===== src/rtl/rfi_pkg.sv =====
package rfi_pkg;
  typedef enum logic [1:0] {
    MODE_BEAM  = 2'd0,
    MODE_COND  = 2'd1,
    MODE_LOAD  = 2'd2,
    MODE_DIODE = 2'd3
  } mode_e;

  typedef enum logic [1:0] {
    ST_STANDBY = 2'd0,
    ST_HVON    = 2'd1,
    ST_SYNC    = 2'd2,
    ST_READY   = 2'd3
  } state_e;

  function automatic int at_least_one(input int v);
    return (v < 1) ? 1 : v;
  endfunction
endpackage


===== src/rtl/rfi_ilk.sv =====
module rfi_ilk #(
  parameter int N_ILK = 8,
  parameter int IDX_W = 3,
  parameter logic [N_ILK-1:0] MPS_SEL = '0,
  parameter logic [N_ILK-1:0] HV_SEL  = '0
) (
  input  logic             clk,
  input  logic             rst_n,
  input  logic [N_ILK-1:0] ilk_in,
  input  logic [N_ILK-1:0] bypass,
  input  logic             cond_mode,
  input  logic             ilk_reset,
  output logic             sum_ilk,
  output logic             hv_hit,
  output logic             fault_valid,
  output logic [IDX_W-1:0] fault_idx
);
  logic [N_ILK-1:0] live;
  logic [IDX_W-1:0] first_idx;
  logic             valid_d;
  logic [IDX_W-1:0] idx_d;
  logic             upd_en;

  always_comb begin
    live    = ilk_in & ~bypass & ~(cond_mode ? MPS_SEL : '0);
    sum_ilk = |live;
    hv_hit  = |(live & HV_SEL);
  end

  always_comb begin
    first_idx = '0;
    for (int i = N_ILK - 1; i >= 0; i--) begin
      if (live[i]) first_idx = IDX_W'(i);
    end
  end

  always_comb begin
    valid_d = fault_valid;
    idx_d   = fault_idx;
    upd_en  = 1'b0;
    if (!fault_valid && sum_ilk) begin
      valid_d = 1'b1;
      idx_d   = first_idx;
      upd_en  = 1'b1;
    end else if (fault_valid && ilk_reset && !sum_ilk) begin
      valid_d = 1'b0;
      upd_en  = 1'b1;
    end
  end

  always_ff @(posedge clk or negedge rst_n) begin
    if (!rst_n) begin
      fault_valid <= 1'b0;
      fault_idx   <= '0;
    end else if (upd_en) begin
      fault_valid <= valid_d;
      fault_idx   <= idx_d;
    end
  end
endmodule


===== src/rtl/rfi_mode.sv =====
module rfi_mode
  import rfi_pkg::*;
(
  input  logic       clk,
  input  logic       rst_n,
  input  logic       mode_wr,
  input  logic [1:0] mode_sel,
  input  logic       in_run,
  output mode_e      mode_cur,
  output logic       pend,
  output logic       chg_req
);
  mode_e mode_d, pend_val, pend_val_d;
  logic  pend_d;
  logic  upd_en;

  assign chg_req = mode_wr && (mode_sel != mode_cur) && in_run;

  always_comb begin
    mode_d     = mode_cur;
    pend_d     = pend;
    pend_val_d = pend_val;
    upd_en     = 1'b0;
    if (mode_wr && !in_run) begin
      mode_d = mode_e'(mode_sel);
      pend_d = 1'b0;
      upd_en = 1'b1;
    end else if (chg_req) begin
      pend_d     = 1'b1;
      pend_val_d = mode_e'(mode_sel);
      upd_en     = 1'b1;
    end else if (pend && !in_run) begin
      mode_d = pend_val;
      pend_d = 1'b0;
      upd_en = 1'b1;
    end
  end

  always_ff @(posedge clk or negedge rst_n) begin
    if (!rst_n) begin
      mode_cur <= MODE_BEAM;
      pend     <= 1'b0;
      pend_val <= MODE_BEAM;
    end else if (upd_en) begin
      mode_cur <= mode_d;
      pend     <= pend_d;
      pend_val <= pend_val_d;
    end
  end
endmodule


===== src/rtl/rfi_fsm.sv =====
module rfi_fsm
  import rfi_pkg::*;
#(
  parameter int SYNC_CYC = 4
) (
  input  logic   clk,
  input  logic   rst_n,
  input  logic   hv_req,
  input  logic   rf_req,
  input  logic   sum_ilk,
  input  logic   hv_hit,
  input  logic   fault_valid,
  input  logic   chg_req,
  input  logic   pend,
  output state_e state
);
  localparam int CNT_W = $clog2(SYNC_CYC + 1);
  localparam logic [CNT_W-1:0] CNT_LAST = CNT_W'(SYNC_CYC - 1);

  state_e           state_d;
  logic [CNT_W-1:0] cnt, cnt_d;
  logic             cnt_en;
  logic             clean;

  assign clean = !sum_ilk && !fault_valid;

  always_comb begin
    state_d = state;
    if (!hv_req) begin
      state_d = ST_STANDBY;
    end else begin
      unique case (state)
        ST_STANDBY: if (clean) state_d = ST_HVON;
        ST_HVON: begin
          if (sum_ilk && hv_hit)              state_d = ST_STANDBY;
          else if (rf_req && clean && !pend)  state_d = ST_SYNC;
        end
        ST_SYNC, ST_READY: begin
          if (sum_ilk)                 state_d = hv_hit ? ST_STANDBY : ST_HVON;
          else if (chg_req || !rf_req) state_d = ST_HVON;
          else if (state == ST_SYNC && cnt == CNT_LAST) state_d = ST_READY;
        end
        default: state_d = ST_STANDBY;
      endcase
    end
  end

  always_comb begin
    cnt_en = (state == ST_SYNC) || (cnt != '0);
    cnt_d  = (state == ST_SYNC) ? cnt + CNT_W'(1) : '0;
  end

  always_ff @(posedge clk or negedge rst_n) begin
    if (!rst_n) state <= ST_STANDBY;
    else        state <= state_d;
  end

  always_ff @(posedge clk or negedge rst_n) begin
    if (!rst_n)      cnt <= '0;
    else if (cnt_en) cnt <= cnt_d;
  end
endmodule


===== src/rtl/rfi_trig.sv =====
module rfi_trig #(
  parameter int TRIG_CYC = 2
) (
  input  logic clk,
  input  logic rst_n,
  input  logic trig_in,
  input  logic ready,
  input  logic cond_mode,
  output logic trig_out
);
  localparam int CNT_W = $clog2(TRIG_CYC + 1);
  localparam logic [CNT_W-1:0] CNT_LAST = CNT_W'(TRIG_CYC - 1);

  logic             busy, busy_d;
  logic [CNT_W-1:0] cnt, cnt_d;
  logic             trig_q, trig_d;
  logic             start, fire;

  always_comb begin
    start  = trig_in && ready && cond_mode && !busy;
    fire   = busy && ready && (cnt == CNT_LAST);
    trig_d = (trig_in && ready && !cond_mode) || fire;
    busy_d = busy;
    cnt_d  = cnt;
    if (!ready || fire) begin
      busy_d = 1'b0;
      cnt_d  = '0;
    end else if (start) begin
      busy_d = 1'b1;
      cnt_d  = '0;
    end else if (busy) begin
      cnt_d = cnt + CNT_W'(1);
    end
  end

  always_ff @(posedge clk or negedge rst_n) begin
    if (!rst_n) begin
      busy   <= 1'b0;
      cnt    <= '0;
      trig_q <= 1'b0;
    end else begin
      busy   <= busy_d;
      cnt    <= cnt_d;
      trig_q <= trig_d;
    end
  end

  assign trig_out = trig_q && ready;
endmodule


===== src/rtl/rf_ilk_seq.sv =====
module rf_ilk_seq
  import rfi_pkg::*;
#(
  parameter int N_ILK        = 8,
  parameter int CLK_HZ       = 125_000_000,
  parameter int SYNC_WAIT_US = 5000,
  parameter int TRIG_DLY_NS  = 2000,
  parameter logic [N_ILK-1:0] MPS_SEL = 'hC0,
  parameter logic [N_ILK-1:0] HV_SEL  = 'h03,
  localparam int IDX_W = (N_ILK > 1) ? $clog2(N_ILK) : 1
) (
  input  logic             clk,
  input  logic             rst_n,
  input  logic [N_ILK-1:0] ilk_in,
  input  logic [N_ILK-1:0] ilk_bypass,
  input  logic             hv_req,
  input  logic             rf_req,
  input  logic             mode_wr,
  input  logic [1:0]       mode_sel,
  input  logic             ilk_reset,
  input  logic             trig_in,
  output logic             sum_ilk,
  output logic             fault_valid,
  output logic [IDX_W-1:0] fault_idx,
  output logic [1:0]       state_o,
  output logic [1:0]       mode_o,
  output logic             hv_enable,
  output logic             rf_enable,
  output logic             trig_out
);
  localparam int KHZ      = CLK_HZ / 1000;
  localparam int SYNC_CYC = at_least_one(KHZ * SYNC_WAIT_US / 1000);
  localparam int TRIG_CYC = at_least_one(KHZ * TRIG_DLY_NS / 1_000_000);

  logic   [1:0] rst_pipe;
  logic         rst_ni;
  logic         hv_hit, cond_mode, in_run, pend, chg_req;
  mode_e        mode_cur;
  state_e       state;

  always_ff @(posedge clk or negedge rst_n) begin
    if (!rst_n) rst_pipe <= 2'b00;
    else        rst_pipe <= {rst_pipe[0], 1'b1};
  end
  assign rst_ni = rst_pipe[1];

  assign cond_mode = (mode_cur == MODE_COND);
  assign in_run    = (state == ST_SYNC) || (state == ST_READY);

  rfi_ilk #(.N_ILK(N_ILK), .IDX_W(IDX_W), .MPS_SEL(MPS_SEL), .HV_SEL(HV_SEL)) u_ilk (
    .clk(clk), .rst_n(rst_ni), .ilk_in(ilk_in), .bypass(ilk_bypass),
    .cond_mode(cond_mode), .ilk_reset(ilk_reset), .sum_ilk(sum_ilk),
    .hv_hit(hv_hit), .fault_valid(fault_valid), .fault_idx(fault_idx)
  );

  rfi_mode u_mode (
    .clk(clk), .rst_n(rst_ni), .mode_wr(mode_wr), .mode_sel(mode_sel),
    .in_run(in_run), .mode_cur(mode_cur), .pend(pend), .chg_req(chg_req)
  );

  rfi_fsm #(.SYNC_CYC(SYNC_CYC)) u_fsm (
    .clk(clk), .rst_n(rst_ni), .hv_req(hv_req), .rf_req(rf_req),
    .sum_ilk(sum_ilk), .hv_hit(hv_hit), .fault_valid(fault_valid),
    .chg_req(chg_req), .pend(pend), .state(state)
  );

  rfi_trig #(.TRIG_CYC(TRIG_CYC)) u_trig (
    .clk(clk), .rst_n(rst_ni), .trig_in(trig_in),
    .ready(state == ST_READY), .cond_mode(cond_mode), .trig_out(trig_out)
  );

  assign state_o   = state;
  assign mode_o    = mode_cur;
  assign hv_enable = (state != ST_STANDBY);
  assign rf_enable = (state == ST_READY) && (mode_cur != MODE_DIODE);
endmodule


===== config.mk =====
export PLATFORM = sky130hd
export DESIGN_NAME = rf_ilk_seq
export DESIGN_NICKNAME = d
export VERILOG_FILES = /design/src/rtl/rfi_pkg.sv /design/src/rtl/rfi_ilk.sv /design/src/rtl/rfi_mode.sv /design/src/rtl/rfi_fsm.sv /design/src/rtl/rfi_trig.sv /design/src/rtl/rf_ilk_seq.sv
export SDC_FILE = /design/constraint.sdc
export NUM_CORES = 1
export LEC_CHECK = 0
export ABC_CLOCK_PERIOD_IN_PS = 1400
export BUFFER_PORTS_ARGS = -buffer_cell sky130_fd_sc_hd__buf_2
export CAP_MARGIN = 0
export CORE_ASPECT_RATIO = 1.25
export CORE_MARGIN = 2
export CORE_UTILIZATION = 56
export DETAILED_ROUTE_END_ITERATION = 10
export PLACE_DENSITY = 0.86
export SYNTH_ARGS = -nofsm -noshare
export SYNTH_HDL_FRONTEND = slang
export SYNTH_SLANG_ARGS = --single-unit

===== constraint.sdc =====
create_clock -name clk -period 1.4 [get_ports clk]
set_input_delay 0 -clock clk [delete_from_list [all_inputs] [get_ports clk]]
set_output_delay 0 -clock clk [all_outputs]
set_load 0.05 [all_outputs]

# Word level (Yosys, flattened, before mapping)
# Cells that the tools add are included.
# word_totals
reg_bits,43
word_cells,117
out_inout_bits,12
input_bits,25
# op_classes
bitwise,5
muxes,37
add_sub_neg,2
eq_ne,12
reduce_logical,50
# op_table
operator,count
$mux W8,4
$mux W3,8
$add A20 B1 Y20 const B,1
$eq A20 B20 Y1 const B,1
$logic_and A1 B1 Y1,20
$mux W2,10
$mux W20,1
$reduce_bool A20 Y1,1
$and A8 B8 Y8,2
$not A8 Y8,2
$mux W1,13
$reduce_and A3 Y1,3
$add A8 B1 Y8 const B,1
$eq A8 B8 Y1 const B,1
$logic_not A1 Y1,8
$reduce_bool A2 Y1,4
$reduce_or A8 Y1,1
$pmux W2 S3,1
$reduce_and A2 Y1,3
$reduce_bool A3 Y1,2
$logic_or A1 B1 Y1,5
$ne A5 B2 Y1 const B,1
$eq A2 B1 Y1 const B,2
$eq A2 B2 Y1 const B,2
other kinds (7),9

# Longest topological paths before layout
# Gate-level depths: netlist of the first run.
# depth
depth_word,13
mapped_depth,7
mapped_depth_nobuf,7

# Modules after synthesis
# A second synthesis of the first run with hierarchy kept.
# hier_totals
cells_unflattened,258
area_unflattened_um2,2483.6
# modules_own_cells
module,area_per_inst_um2,cells_each,n_inst
rfi_fsm,1261.2,136,1
rfi_trig,554.3,56,1
rfi_ilk,330.3,35,1
rfi_mode,247.7,23,1
rf_ilk_seq,90.1,8,1

# Least setup slack after synthesis of the first run
# No wires, ideal clock.
# synth_path
path_kind,reg-to-output
from,register u_fsm.state[1]
to,output rf_enable
stages_incl_launch_ff,4
t_required_ns,1.400
t_arrival_ns,1.839
path_slack_ns,-0.439
n_path_buf,1
path_cell_list,dfrtp_1 > clkbuf_1 > nand2_1 > a21oi_1
# synth_between
elab_chain_cells,2
# synth_lines
element,line,source
start: declaration,rfi_fsm.sv:15,output state_e state
start signal: assignment,rfi_fsm.sv:55,else state <= state_d;
$eq A2 B2 Y1,rf_ilk_seq.sv:75,assign rf_enable = (state == ST_READY) && (mode_cur != MODE_DIODE);
$logic_and A1 B1 Y1,rf_ilk_seq.sv:75,
end: declaration,rf_ilk_seq.sv:28,"output logic rf_enable,"
# No other way between the ends.

# Worst setup path in the final report of the first run
# layout_path
from,register u_fsm.cnt[10]
to,register u_fsm.state[0]
# layout_between
elab_chain_cells,4
# layout_lines
element,line,source
start: declaration,rfi_fsm.sv:21,"logic [CNT_W-1:0] cnt, cnt_d;"
start signal: assignment,rfi_fsm.sv:60,else if (cnt_en) cnt <= cnt_d;
$eq A20 B20 Y1,rfi_fsm.sv:41,else if (state == ST_SYNC && cnt == CNT_LAST) state_d = ST_READY;
$logic_and A1 B1 Y1,rfi_fsm.sv:41,
$ne A5 B2 Y1 (no line),--,
$reduce_and A3 Y1 (no line),--,
# No other way between the ends.
# A chain may end at the register's enable or synchronous reset.

==> results_dict.tcl, run 1 <==
set metrics [dict create \
    outcome "complete, but fails checks" \
    violations "negative hold slack, negative setup slack" \
    dp_cells 386 \
    crit_arrival_ps 2260 \
    drc 0 \
    gp_congestion 0.8861 \
    nets 383 \
    coreArea_um2 4034 \
    yosysSeqAreaShare_pct 46.51 \
    rsz0062_at_grt "true" \
    fin_crit_sh_pct 145.1 \
    stdcell_count 410 \
    critical_path_class "register to register" \
    crit_slowest_cell "or4_4" \
    ys_warn_count 0 \
    fin_crit_ps 2032 \
    syn_inst 252 \
    clockRootBuffer "clkbuf_8" \
    slew_headroom_pct 64.22 \
    synth_ff_type "dfrtp_1" \
    synth_cell_types 46 \
    grtUsageTotal_pct 39.19 \
    routedWlPerCell_um 25.26 \
    final_common_cell "buf_4" \
    ant_nets 0 \
    grt_pass1_wl_mm 13.03 \
    final.setup.worst_slack_ps -631.8 \
    vias 2749 \
    endpoint_kind "register" \
    clk_latency_ps 320 \
    cts_tree "built" \
    worst_pin_slew_ps 535.6 \
    cap_violations 0 \
    p_leak_uw 0.001625 \
    die_h_um 75.86 \
    n_antenna_cell 0 \
    finish.utilization_pct 87.59 \
    avgSynthCellArea_um2 9.180 \
    finClkSkew_ps 19.02 \
    antenna_found_initial 1 \
    start_util_pct 57.35 \
    grt_max_degree 42 \
    totalWireLength_mm 10.36 \
    hold_path_class "input port to asynchronous set/reset pin" \
    r2r_slack_ps -630 \
    hold_slack_ps -6.838 \
    clk_pin_slew_ps 100 \
    setup_viol 30 \
    synthesis.nets 281 \
    vdd_drop_max_uv 807.9 \
    place_hpwl_mm 4.370 \
    layout-drive-gt1-share_pct 46.05 \
    cts_sinks 43 \
    worstSetupStartpointType "register" \
    ys_ff_latch 43 \
    port_buffers 36 \
    drv_slew 0 \
    first_pass_iters 5 \
    syn_to_final_growth_pct 52.73 \
    max_stage_delay_ps 550 \
    required_ps 1630 \
    ios 37 \
    powerDensity_nw_per_um2 809.8 \
    cp_max_fo 2 \
    max_freq_mhz 492.2 \
    die_w_um 61.49 \
    cts_max_level 2 \
    die_area_um2 4665 \
    cts_buffer_depth 2 \
    netlist_area_um2 2313 \
    path_cells "or4_4 > nor4_4 > buf_4 > a211oi_1 > a2bb2oi_2 > mux2i_1" \
    numCtsBuffers 5 \
    grt_overflow_total 0 \
    finalHoldViolations 2 \
    rows 26 \
    drtIter0Drc 424 \
    synth_edf_count 0 \
    grt_pass1_vias 2678 \
    final_cell_mix "buf_4, dfrtp_1, buf_2, nor2_1, nand2_1" \
    synthArstFlopShare_pct 100.0 \
    via_per_inst 6.705 \
    fill_cells 175 \
    p_total_uw 2861 \
]
[repair_timing]
item,CTS,global route
hold endpoints to repair,7,0
hold buffers,6,0
pin swaps,13,18
endpoints found under the setup margin,26,37
buffers inserted,5,7
resized for setup,33,33
[kinds of logic after synthesis]
| logic type | count (synthesis) | synth area share [%] |
|---|---|---|
| multiplexers | 4 | 1.839 |
| buffers and inverters | 22 | 3.948 |
| flip-flops | 43 | 46.51 |
| AO/OA/AOI/OAI | 43 | 11.03 |
| XOR/XNOR | 19 | 7.193 |
| other | 1 | 0.1621 |
| AND/OR/NAND/NOR | 116 | 27.15 |
| adder cells (fa/ha/maj) | 4 | 2.163 |
[per-layer routing]
| metal | part of all wire (%) | track usage (%) |
|---|---|---|
| met5 | 0.13 | 0 |
| met4 | 9.6 | 21.99 |
| met3 | 11 | 10.53 |
| met2 | 46 | 63.63 |
| met1 | 33 | 46.45 |
[layout make-up]
type	count	area (µm²)	area share, %
clock buffer	5	68.82	1.948
inverter	14	52.55	1.487
timing repair buffer	103	758.2	21.46
sequential	43	1081	30.59
multi-input combinational	187	1465	41.47
clock inverter	2	37.54	1.062
tap	56	70.07	1.983
[registers in the layout, indices dropped and copies added (netlist names)]
signal             cells
u_trig.busy            1
u_mode.mode_cur        2
u_fsm.state            2
u_mode.pend_val        2
u_mode.pend            1
u_ilk.fault_valid      1
u_trig.cnt             8
u_trig.trig_q          1
u_fsm.cnt             20
rst_pipe               2
u_ilk.fault_idx        3
[synthesized netlist by cell type (2+ instances only)]
library cell | n | share of area [%]
o21bai_1 | 2 | 0.65
nand4_1 | 7 | 1.9
and3_1 | 4 | 1.1
nor4_1 | 4 | 1.1
mux2_2 | 2 | 0.97
o21ai_0 | 14 | 3.0
a21oi_1 | 17 | 3.7
ha_1 | 4 | 2.2
nor3_1 | 6 | 1.3
clkbuf_1 | 6 | 0.97
nor2_1 | 29 | 4.7
and2_1 | 2 | 0.54
nand2b_1 | 9 | 2.4
dfrtp_1 | 43 | 47
or3_1 | 7 | 1.9
and3b_1 | 2 | 0.76
nor3b_1 | 2 | 0.65
nor2b_1 | 5 | 1.4
nand3_1 | 7 | 1.5
xor2_1 | 7 | 2.7
inv_1 | 14 | 2.3
mux2i_1 | 2 | 0.87
nand2_1 | 22 | 3.6
xnor2_1 | 12 | 4.5
or4_1 | 2 | 0.65
[report_power, final]
group / internal [µW] / switching, µW
Sequential: 1280 / 31.1
Combinational: 169 / 346
Clock: 523 / 509
Total: 1970 / 886
[worst max-delay path, delay by kind of cell (launching register included)]
family | cells | cell delay, ps
compound gates | 2 | 280
buf+inv | 1 | 170
flops | 1 | 410
mux | 1 | 260
simple gates | 2 | 830
[path summary, 6_finish.rpt]
kind | start | cells after the start | end
hold reg to reg | rst_pipe[1] | 1 | u_mode.pend_val[0]
setup / recovery | u_fsm.cnt[10] | 6 | u_fsm.state[0]
max in group asynchronous | rst_pipe[1] | 1 | u_fsm.state[1]
hold / removal | rst_n | 2 | rst_pipe[1]
setup reg to reg | u_fsm.cnt[10] | 6 | u_fsm.state[0]
min in group clk | mode_wr | 3 | u_mode.mode_cur[1]
[stage by stage]
stage	setup WS, ps	area, µm²	setup TNS [ps]
floorplan	-286.3	2401	-3508
global placement	-363.1	2985	-3918
detailed placement	-455.4	2985	-5071
CTS	-438.3	3337	-4937
global route	-675.5	3533	-9420
finish	-631.8	3533	-8346
No activity file was read; power rests on OpenSTA's default activity.
==> run 2, diff against run 1 <==
- CTS_CLUSTER_SIZE: default -> 8
- RECOVER_POWER: default -> 25
==> run 2 against run 1 <==
The run ends with negative setup slack left; critical path depth is the same; final cell count is the same; sequential power is essentially flat.
==> results_dict.tcl, run 2 (synthesis results as in run 1) <==
set metrics [dict create \
    die_h_um 75.86 \
    cts_buffer_depth 2 \
    clk_pin_slew_ps 100 \
    design_area_um2 3530 \
    p_leak_uw 0.001622 \
    totalWireLength_mm 10.38 \
    hold_path_class "input port to asynchronous set/reset pin" \
    final_common_cell "buf_4" \
    outcome "complete, but fails checks" \
    grt_overflow_total 0 \
    busiest_layer "met2" \
    p_comb_share_pct 18.0 \
    crit_family "simple AND/OR/NAND/NOR gates" \
    netSwitchingFraction_pct 30.86 \
    port_buffers 36 \
    via_per_inst 6.749 \
    fin_crit_ps 2027 \
    cp_max_fo 2 \
    gp_congestion 0.8861 \
    start_util_pct 57.35 \
    n_antenna_cell 0 \
    setup_viol 30 \
    final.setup.worst_slack_ps -626.7 \
    layout-drive-gt1-share_pct 45.76 \
    crit_slowest_cell "or4_4" \
    cts_max_level 2 \
    drv_slew 0 \
    clockPowerShare_pct 36.0 \
    cts_tree "built" \
    slew_headroom_pct 36.30 \
    grtUsageMet2_pct 63.63 \
    numCtsBuffers 5 \
    path_buf_inv 1 \
    final_cell_mix "buf_4, dfrtp_1, buf_2, nor2_1, nand2_1" \
    required_ps 1630 \
    ant_nets 0 \
    powerDensity_nw_per_um2 808.8 \
    path_cells "or4_4 > nor4_4 > buf_4 > a211oi_1 > a2bb2oi_2 > mux2i_1" \
    antenna_found_initial 1 \
    drc 0 \
    finClkSkew_ps 16.38 \
    critical_path_class "register to register" \
    die_w_um 61.49 \
    ios 37 \
    top_register "u_fsm.cnt" \
    die_area_um2 4665 \
    place_hpwl_mm 4.370 \
    vias 2767 \
    worstSetupStartpointType "register" \
    r2r-end "u_fsm.state[0]" \
    r2r_slack_ps -630 \
    cap_violations 0 \
    crit_arrival_ps 2260 \
    dp_cells 386 \
    routedWlPerCell_um 25.31 \
    fin_crit_sh_pct 144.8 \
    use_met3_pct 10.53 \
    vdd_drop_max_uv 808.0 \
    r2r_start "u_fsm.cnt[10]" \
    grt_pass1_wl_mm 13.03 \
    rsz0062_at_grt "true" \
    largest_reg_flops 20 \
    cts_sinks 43 \
    top_regs "u_fsm.cnt (20), u_trig.cnt (8), u_ilk.fault_idx (3)" \
    reg2reg_depth 6 \
    max_freq_mhz 493.4 \
    drtIter0Drc 385 \
    violations "negative setup slack" \
    grt_pass1_vias 2678 \
    grt_max_degree 42 \
    nets 383 \
    placed_cell_area_um2 2985 \
    max_stage_delay_ps 560 \
    first_pass_iters 5 \
    clk_latency_ps 320 \
    p_seq_share_pct 45.9 \
    worst_pin_slew_ps 955.6 \
    clockRootBuffer "clkbuf_8" \
    finalHoldViolations 0 \
    rows 26 \
    stdcell_count 410 \
    grtUsageTotal_pct 39.19 \
    intPower_uw 1974 \
    endpoint_kind "register" \
    use_met1_pct 46.45 \
    coreArea_um2 4034 \
    syn_to_final_growth_pct 52.57 \
    p_switching_uw 881.1 \
]
## run 2: how the worst max path moves through the flow
stage	cells after the start	startpoint	slack [ps]	endpoint
floorplan	6	u_fsm.cnt[0]	-290	u_fsm.cnt[12]
global placement	6	u_fsm.cnt[10]	-360	u_fsm.state[0]
detailed placement	6	u_fsm.cnt[10]	-460	u_fsm.state[0]
CTS	6	u_fsm.cnt[10]	-440	u_fsm.state[0]
global route	7	u_fsm.cnt[0]	-680	u_fsm.state[0]
finish	6	u_fsm.cnt[10]	-630	u_fsm.state[0]
## run 2: metrics by stage
stage / total power [µW] / TNS (ps) / util [%] / setup slack, ps / hold slack (ps)
2_1_floorplan: 1593 / -3508 / - / -286.3 / -295.6
3_3_place_gp: 1722 / -3918 / 74.01 / -363.1 / -214.4
3_5_place_dp: 1733 / -5071 / 74.01 / -455.4 / -208.6
4_1_cts: 2712 / -4937 / 82.72 / -438.3 / 12.91
5_1_grt: 2910 / -9420 / 87.50 / -675.5 / 1.047
6_report: 2855 / -8245 / 87.50 / -626.7 / 2.539
## run 2: power by group through the flow
| stage | clock, µW | sequential (µW) | combinational (µW) |
|---|---|---|---|
| 2_1_floorplan | 0 | 1490 | 108 |
| 3_3_place_gp | 0 | 1330 | 392 |
| 3_5_place_dp | 0 | 1330 | 403 |
| 4_1_cts | 966 | 1310 | 439 |
| 5_1_grt | 1060 | 1320 | 537 |
| 6_report | 1030 | 1310 | 514 |
## run 2: final cells by class
type                    count  area (µm²)
inverters                  14       52.55
flip-flops and latches     43        1081
fillers                   177       504.2
multi-input cells         187        1465
well taps                  56       70.07
clock buffers               5       68.82
repair buffers            103       754.5
clock inverters             2       37.54
## run 2: layer usage
layer	up-vias	part of all wire (%)
li1	1070	-
met1	1297	32
met2	295	46
met3	103	12
met4	2	9.0
met5	-	0.13
## run 2: timing repair
item,in CTS,in global routing
buffers inserted,5,7
setup endpoints to repair,26,37
cloned,0,0
pin swaps,13,18
hold buffers,6,0
resized for setup,33,33
hold endpoints to repair,7,0
